<file path="config.mk">
export PLATFORM = sky130hd
export DESIGN_NAME = rx_dc_corrector
export DESIGN_NICKNAME = d
export VERILOG_FILES = /design/src/rtl/dcoff_pkg.sv /design/src/rtl/dcoff_regdec.sv /design/src/rtl/dcoff_rail.sv /design/src/rtl/dcoff_satsub.sv /design/src/rtl/rx_dc_corrector.sv
export SDC_FILE = /design/constraint.sdc
export NUM_CORES = 1
export LEC_CHECK = 0
export ABC_AREA = 1
export CAP_MARGIN = 30
export CORE_MARGIN = 4
export CORE_UTILIZATION = 40
export DETAILED_ROUTE_END_ITERATION = 16
export DONT_BUFFER_PORTS = 1
export PLACE_DENSITY = 0.52
export RECOVER_POWER = 50
export SYNTH_ARGS = -nofsm -noshare
export SYNTH_HDL_FRONTEND = slang
export SYNTH_HIERARCHICAL = 1
export SYNTH_SLANG_ARGS = --single-unit
</file>
<file path="constraint.sdc">
create_clock -name clk -period 3.41 [get_ports clk]
set_input_delay 0.341 -clock clk [delete_from_list [all_inputs] [get_ports clk]]
set_output_delay 0.341 -clock clk [all_outputs]
set_load 0.01 [all_outputs]
</file>
<file path="src/rtl/dcoff_pkg.sv">
package dcoff_pkg;

    parameter int SAMPLE_W  = 16;
    parameter int VALUE_W   = 30;
    parameter int LEAK_K    = 12;
    parameter int REG_W     = 32;
    parameter int ADDR_W    = 8;
    parameter int N_RAILS   = 2;

    localparam int FRAC_SH  = VALUE_W - SAMPLE_W;
    localparam int EST_W    = VALUE_W + 2;
    localparam int DIFF_W   = SAMPLE_W + 1;
    localparam int FIX_BIT  = REG_W - 1;
    localparam int SET_BIT  = REG_W - 2;

    typedef logic signed [SAMPLE_W-1:0] sample_t;
    typedef logic signed [EST_W-1:0]    est_t;

    typedef enum logic {
        TRACK = 1'b0,
        FROZEN = 1'b1
    } rail_mode_e;

    typedef struct packed {
        logic                 hit;
        logic                 fix;
        logic                 set;
        logic [VALUE_W-1:0]   value;
    } rail_cmd_t;

    function automatic sample_t clamp_sample(input logic signed [DIFF_W-1:0] d);
        logic signed [DIFF_W-1:0] hi;
        logic signed [DIFF_W-1:0] lo;
        hi = DIFF_W'((1 << (SAMPLE_W - 1)) - 1);
        lo = -DIFF_W'(1 << (SAMPLE_W - 1));
        if (d > hi)
            return sample_t'(hi);
        else if (d < lo)
            return sample_t'(lo);
        else
            return sample_t'(d);
    endfunction

    function automatic est_t widen_value(input logic [VALUE_W-1:0] v);
        return est_t'($signed(v));
    endfunction

endpackage

</file>
<file path="src/rtl/dcoff_regdec.sv">
module dcoff_regdec
    import dcoff_pkg::*;
#(
    parameter logic [ADDR_W-1:0] BASE_ADDR = 8'd8,
    parameter int                STRIDE    = 4
) (
    input  logic              wr,
    input  logic [ADDR_W-1:0] addr,
    input  logic [REG_W-1:0]  wdata,
    output rail_cmd_t         cmd [N_RAILS]
);

    for (genvar r = 0; r < N_RAILS; r++) begin : g_rail
        localparam logic [ADDR_W-1:0] RAIL_ADDR = ADDR_W'(BASE_ADDR + r * STRIDE);
        always_comb begin
            cmd[r].hit   = wr && (addr == RAIL_ADDR);
            cmd[r].fix   = wdata[FIX_BIT];
            cmd[r].set   = wdata[SET_BIT];
            cmd[r].value = wdata[VALUE_W-1:0];
        end
    end

endmodule

</file>
<file path="src/rtl/dcoff_rail.sv">
module dcoff_rail
    import dcoff_pkg::*;
(
    input  logic       clk,
    input  logic       rst,
    input  rail_cmd_t  cmd,
    input  logic       smp_valid,
    input  sample_t    smp,
    output sample_t    offset,
    output rail_mode_e mode
);

    est_t est;
    est_t target;
    est_t step;

    always_comb begin
        target = est_t'(smp) <<< FRAC_SH;
        step   = (target - est) >>> LEAK_K;
        offset = sample_t'(est >>> FRAC_SH);
    end

    always_ff @(posedge clk) begin
        if (rst) begin
            est  <= '0;
            mode <= TRACK;
        end else if (cmd.hit) begin
            if (!cmd.fix) begin
                mode <= TRACK;
            end else begin
                mode <= FROZEN;
                if (cmd.set)
                    est <= widen_value(cmd.value);
            end
        end else if (smp_valid && mode == TRACK) begin
            est <= est + step;
        end
    end

    p_track_select_r5: assert property (@(posedge clk) disable iff (rst)
        (cmd.hit && !cmd.fix) |=> (mode == TRACK));

    p_freeze_holds_r6: assert property (@(posedge clk) disable iff (rst)
        (mode == FROZEN && !cmd.hit) |=> $stable(est));

    p_load_value_r7: assert property (@(posedge clk) disable iff (rst)
        (cmd.hit && cmd.fix && cmd.set) |=>
            (mode == FROZEN && est == widen_value($past(cmd.value))));

    p_idle_keeps_r10: assert property (@(posedge clk) disable iff (rst)
        (!smp_valid && !cmd.hit) |=> $stable(est));

endmodule

</file>
<file path="src/rtl/dcoff_satsub.sv">
module dcoff_satsub
    import dcoff_pkg::*;
(
    input  logic    clk,
    input  logic    rst,
    input  logic    valid,
    input  sample_t x,
    input  sample_t offset,
    output sample_t y
);

    logic signed [DIFF_W-1:0] wide;
    localparam logic signed [DIFF_W-1:0] TOP = DIFF_W'((1 << (SAMPLE_W - 1)) - 1);

    always_comb wide = DIFF_W'(x) - DIFF_W'(offset);

    always_ff @(posedge clk) begin
        if (rst)
            y <= '0;
        else if (valid)
            y <= clamp_sample(wide);
    end

    p_no_overflow_r3: assert property (@(posedge clk) disable iff (rst)
        (valid && wide > TOP) |=> (y == sample_t'(TOP)));

    p_no_underflow_r3: assert property (@(posedge clk) disable iff (rst)
        (valid && wide < -TOP - 1) |=> (y == sample_t'(-TOP - 1)));

endmodule

</file>
<file path="src/rtl/rx_dc_corrector.sv">
module rx_dc_corrector
    import dcoff_pkg::*;
(
    input  logic              clk,
    input  logic              rst,
    input  logic              reg_wr,
    input  logic [7:0]        reg_addr,
    input  logic [31:0]       reg_wdata,
    input  logic              in_valid,
    input  logic [15:0]       in_i,
    input  logic [15:0]       in_q,
    output logic              out_valid,
    output logic [15:0]       out_i,
    output logic [15:0]       out_q
);

    rail_cmd_t  cmd    [N_RAILS];
    sample_t    smp    [N_RAILS];
    sample_t    offs   [N_RAILS];
    sample_t    res    [N_RAILS];
    rail_mode_e mode   [N_RAILS];

    assign smp[0] = sample_t'(in_i);
    assign smp[1] = sample_t'(in_q);

    dcoff_regdec #(.BASE_ADDR(8'd8), .STRIDE(4)) u_dec (
        .wr    (reg_wr),
        .addr  (reg_addr),
        .wdata (reg_wdata),
        .cmd   (cmd)
    );

    for (genvar r = 0; r < N_RAILS; r++) begin : g_rail
        dcoff_rail u_rail (
            .clk       (clk),
            .rst       (rst),
            .cmd       (cmd[r]),
            .smp_valid (in_valid),
            .smp       (smp[r]),
            .offset    (offs[r]),
            .mode      (mode[r])
        );

        dcoff_satsub u_sub (
            .clk    (clk),
            .rst    (rst),
            .valid  (in_valid),
            .x      (smp[r]),
            .offset (offs[r]),
            .y      (res[r])
        );
    end

    always_ff @(posedge clk) begin
        if (rst)
            out_valid <= 1'b0;
        else
            out_valid <= in_valid;
    end

    assign out_i = res[0];
    assign out_q = res[1];

    p_valid_follows_r2: assert property (@(posedge clk) disable iff (rst)
        in_valid |=> out_valid);

    p_valid_quiet_r2: assert property (@(posedge clk) disable iff (rst)
        !in_valid |=> !out_valid);

endmodule

</file>
==> flow_summary.ini <==
[run_status]
status = finished, violations left
violations = negative setup slack

[power]
ir_drop_v = 0.000445
leakage_nw = 8.75
p_seq_share_pct = 8.9
p_sw_mw = 11.5
p_clk_share_pct = 5.2
internal_power_mw = 10.4
powerDensity_nw_per_um2 = 1190
comb_power_share_pct = 85.9
swShare_pct = 52.5

[clock_tree]
path_clk_slew_ns = 0.07
clockBufferDepth = 2
cts_root_buf = clkbuf_16
cts_max_level = 3
cts_buffers = 9
clock-sinks = 99
clk_latency_ns = 0.37
cts_tree = done

[finish]
num-fill-cells = 3206
drive_gt1_share_pct = 36.4
finalCoreUtilization_pct = 56.2
diodes = 0
final_nets = 2636
syn2layout_area_growth_pct = 37.4

[sta]
fin_ws_ns = -0.155
slew_viol_final = 0
fin_crit_sh_pct = 105
worst_slew_pin_slew_ns = 1.21
finClkSkew_ns = 0.0150
rsz0062_at_grt = yes
slew_headroom_pct = 19.6
max_freq_ghz = 0.280
finalSetupViolations = 18
hold_viol_final = 0
tns_ns = -1.04
period_needed_ns = 3.57

[worst_setup_path]
critPathLaunchType = flip-flop
crit_fanout = 3
r2r_setup_slack_ns = -0.16
crit_required_ns = 3.67
crit_slowest_cell = ha_1
critical_path.endpoint_type = flip-flop
worst_r2r_path_depth = 18
path_cells = inv_1, ha_1, buf_4, a21o_1, a221oi_2, nand3_1, xor2_1, ha_1, buf_4, nand2_2, nor2_4, inv_2, nor2_4, nand4_1, nand3_4, xor2_2, o21ai_2, a21oi_2
endpoint = g_rail[0].u_rail/est[20]
crit_arrival_ns = 3.82
r2r_start = g_rail[0].u_rail/est[27]
rr_endpoint = g_rail[0].u_rail/est[20]
path_class = reg -> reg
slowest_delay_ns = 0.37
cp-startpoint = g_rail[0].u_rail/est[27]

[die]
die_area_um2 = 36600
start_util_pct = 40.9
rows = 66
core_area_um2 = 32800
dieHeight_um = 191
num_io_pins = 109
die_x_um = 191

[routing]
viasPerCell = 5.23
dr_total_vias = 15000
drc = 0
wl_um = 51600
avgRoutedWirePerCell_um = 18.0
drt_first_pass_iters = 7
antenna_left = 0
drtIter0Drc = 1035

[logic_synthesis]
synth_nets = 2418
syn-instance-count = 2200
synth_top_area_share_pct = 15.7
synth_cell_types = 50
yosys-top-cells-area = nand2_1 (16%), dfxtp_1 (15%), ha_1 (13%), inv_1 (7.7%), a21oi_1 (6.9%)
synthArstFlopShare_pct = 0
syn-cell-area_um2 = 13400
ys_ff_latch = 99
seq_area_frac_synth_pct = 14.8
synth_top_area_cell = nand2_1
synth_top_flop_cell = dfxtp_1
syn_area_per_cell_um2 = 6.10
synth_edf_count = 0
ys_warn_count = 6

[global_route]
grt_overflow = 0
grt_util_all_layers_pct = 26.2
grt_pass1_vias = 13800
grt_start_max_net_pins = 56
grt_pass1_wl_um = 75400
antenna_found_initial = 1

[placed_design]
place.gp.congestion = 0.962
port_buffers = 0
dp_hpwl_um = 40700

[hold_path]
hold_class = in -> reg

[run]
cap_violations = 0
==> cell families (layout without fill, tap and decap cells) <==
logic type	Yosys count	count (layout)	synth area share, %
flip-flops	99	99	14.8
buffers and inverters	427	648	15.0
XOR/XNOR	80	80	5.22
AND/OR/NAND/NOR	1038	1040	33.3
adder cells (fa/ha/maj)	142	142	13.5
AO/OA/AOI/OAI	414	414	18.3
==> how the worst min path moves through the flow <==
stage	startpoint	endpoint	slack, ns	cells after the start
after detailed placement	rst	g_rail[0].u_rail/est[23]	0.42	1
after CTS	rst	out_valid	0.03	1
final	rst	out_valid	0.05	1
after floorplan	rst	out_valid	0.41	1
after global routing	rst	out_valid	0.03	1
after global placement	rst	out_valid	0.41	1
==> layout make-up <==
cell class / instances / area (µm²) / share of cell area (%)
Multi-Input combinational cell: 1676 / 11800 / 64.2
Timing Repair Buffer: 339 / 2630 / 14.3
Sequential cell: 99 / 2000 / 10.9
Inverter: 293 / 1100 / 5.99
Tap cell: 442 / 553 / 3.00
Clock buffer: 12 / 267 / 1.45
Clock inverter: 4 / 47.5 / 0.258
==> cells in the final DEF, fill, tap and decap left out, drive strengths merged, types with 10 or more instances in the layout <==
master    n
nand2   603
buf     338
inv     293
nor2    246
a21oi   234
ha      138
o21ai   130
nand3   121
dfxtp    99
xor2     68
nand4    26
nor3     20
o21bai   16
clkbuf   13
xnor2    12
a21o     10
nand3b   10
==> cell usage after synthesis (38+ instances only) <==
cell and number:
buf_4 98, inv_1 275, a21oi_2 46, nand2_2 38, a21oi_1 186, nor2_1 233, dfxtp_1 99, xor2_1 68
nand3_1 109, nand2_1 563, ha_1 138, o21ai_0 112
==> critical path: cells and delay by family, from the launching register on <==
| family | cells | cell delay [ns] |
|---|---|---|
| DFF | 1 | 0.36 |
| adders and majority gates | 2 | 0.67 |
| and+or+nand+nor | 6 | 0.76 |
| buffers and inverters | 4 | 0.44 |
| AOI/OAI and AO/OA | 4 | 0.86 |
| xor gates and xnor gates | 2 | 0.36 |
==> registers in the layout (all words and copies together) (netlist names) <==
name                flops
g_rail.u_rail/est      64
g_rail.u_rail/mode      2
g_rail.u_sub/y         32
out_valid               1
==> stage by stage <==
step / hold WS, ns / cells / setup slack, ns / area [µm²] / power, mW
CTS: 0.0258 / 2833 / -0.156 / 16200 / 18.2
finish: 0.0472 / 2865 / -0.155 / 18400 / 22.0
global route: 0.0309 / 2865 / -0.309 / 18400 / 23.6
global placement: 0.415 / 2796 / -0.600 / 15200 / 16.0
detailed placement: 0.416 / 2796 / -0.511 / 15200 / 16.1
floorplan: 0.408 / 2200 / 0.343 / 13400 / 10.6
==> power by group through the flow <==
stage | Clock, mW | Sequential, mW | Combinational (mW)
2_1_floorplan | 0 | 1.91 | 8.67
3_3_place_gp | 0 | 1.95 | 14.1
3_5_place_dp | 0 | 1.95 | 14.1
4_1_cts | 1.17 | 1.93 | 15.1
5_1_grt | 1.22 | 2.02 | 20.4
6_report | 1.15 | 1.96 | 18.9
==> repair_timing <==
action,in CTS,in global routing
hold buffers,0,0
endpoints found under the setup margin,37,45
buffers inserted,23,35
gates resized for setup,123,422
cloned,0,2
pin swaps,49,182
==> per-layer routing <==
layer	GRT usage (%)	vias to the layer above	wire length (µm)
met4	6.35	2	998
li1	-	7469	-
met2	37.4	488	21000
met3	6.14	61	4880
met1	39.6	6967	24700
met5	0	-	7
Power figures use the tool's default switching activity.
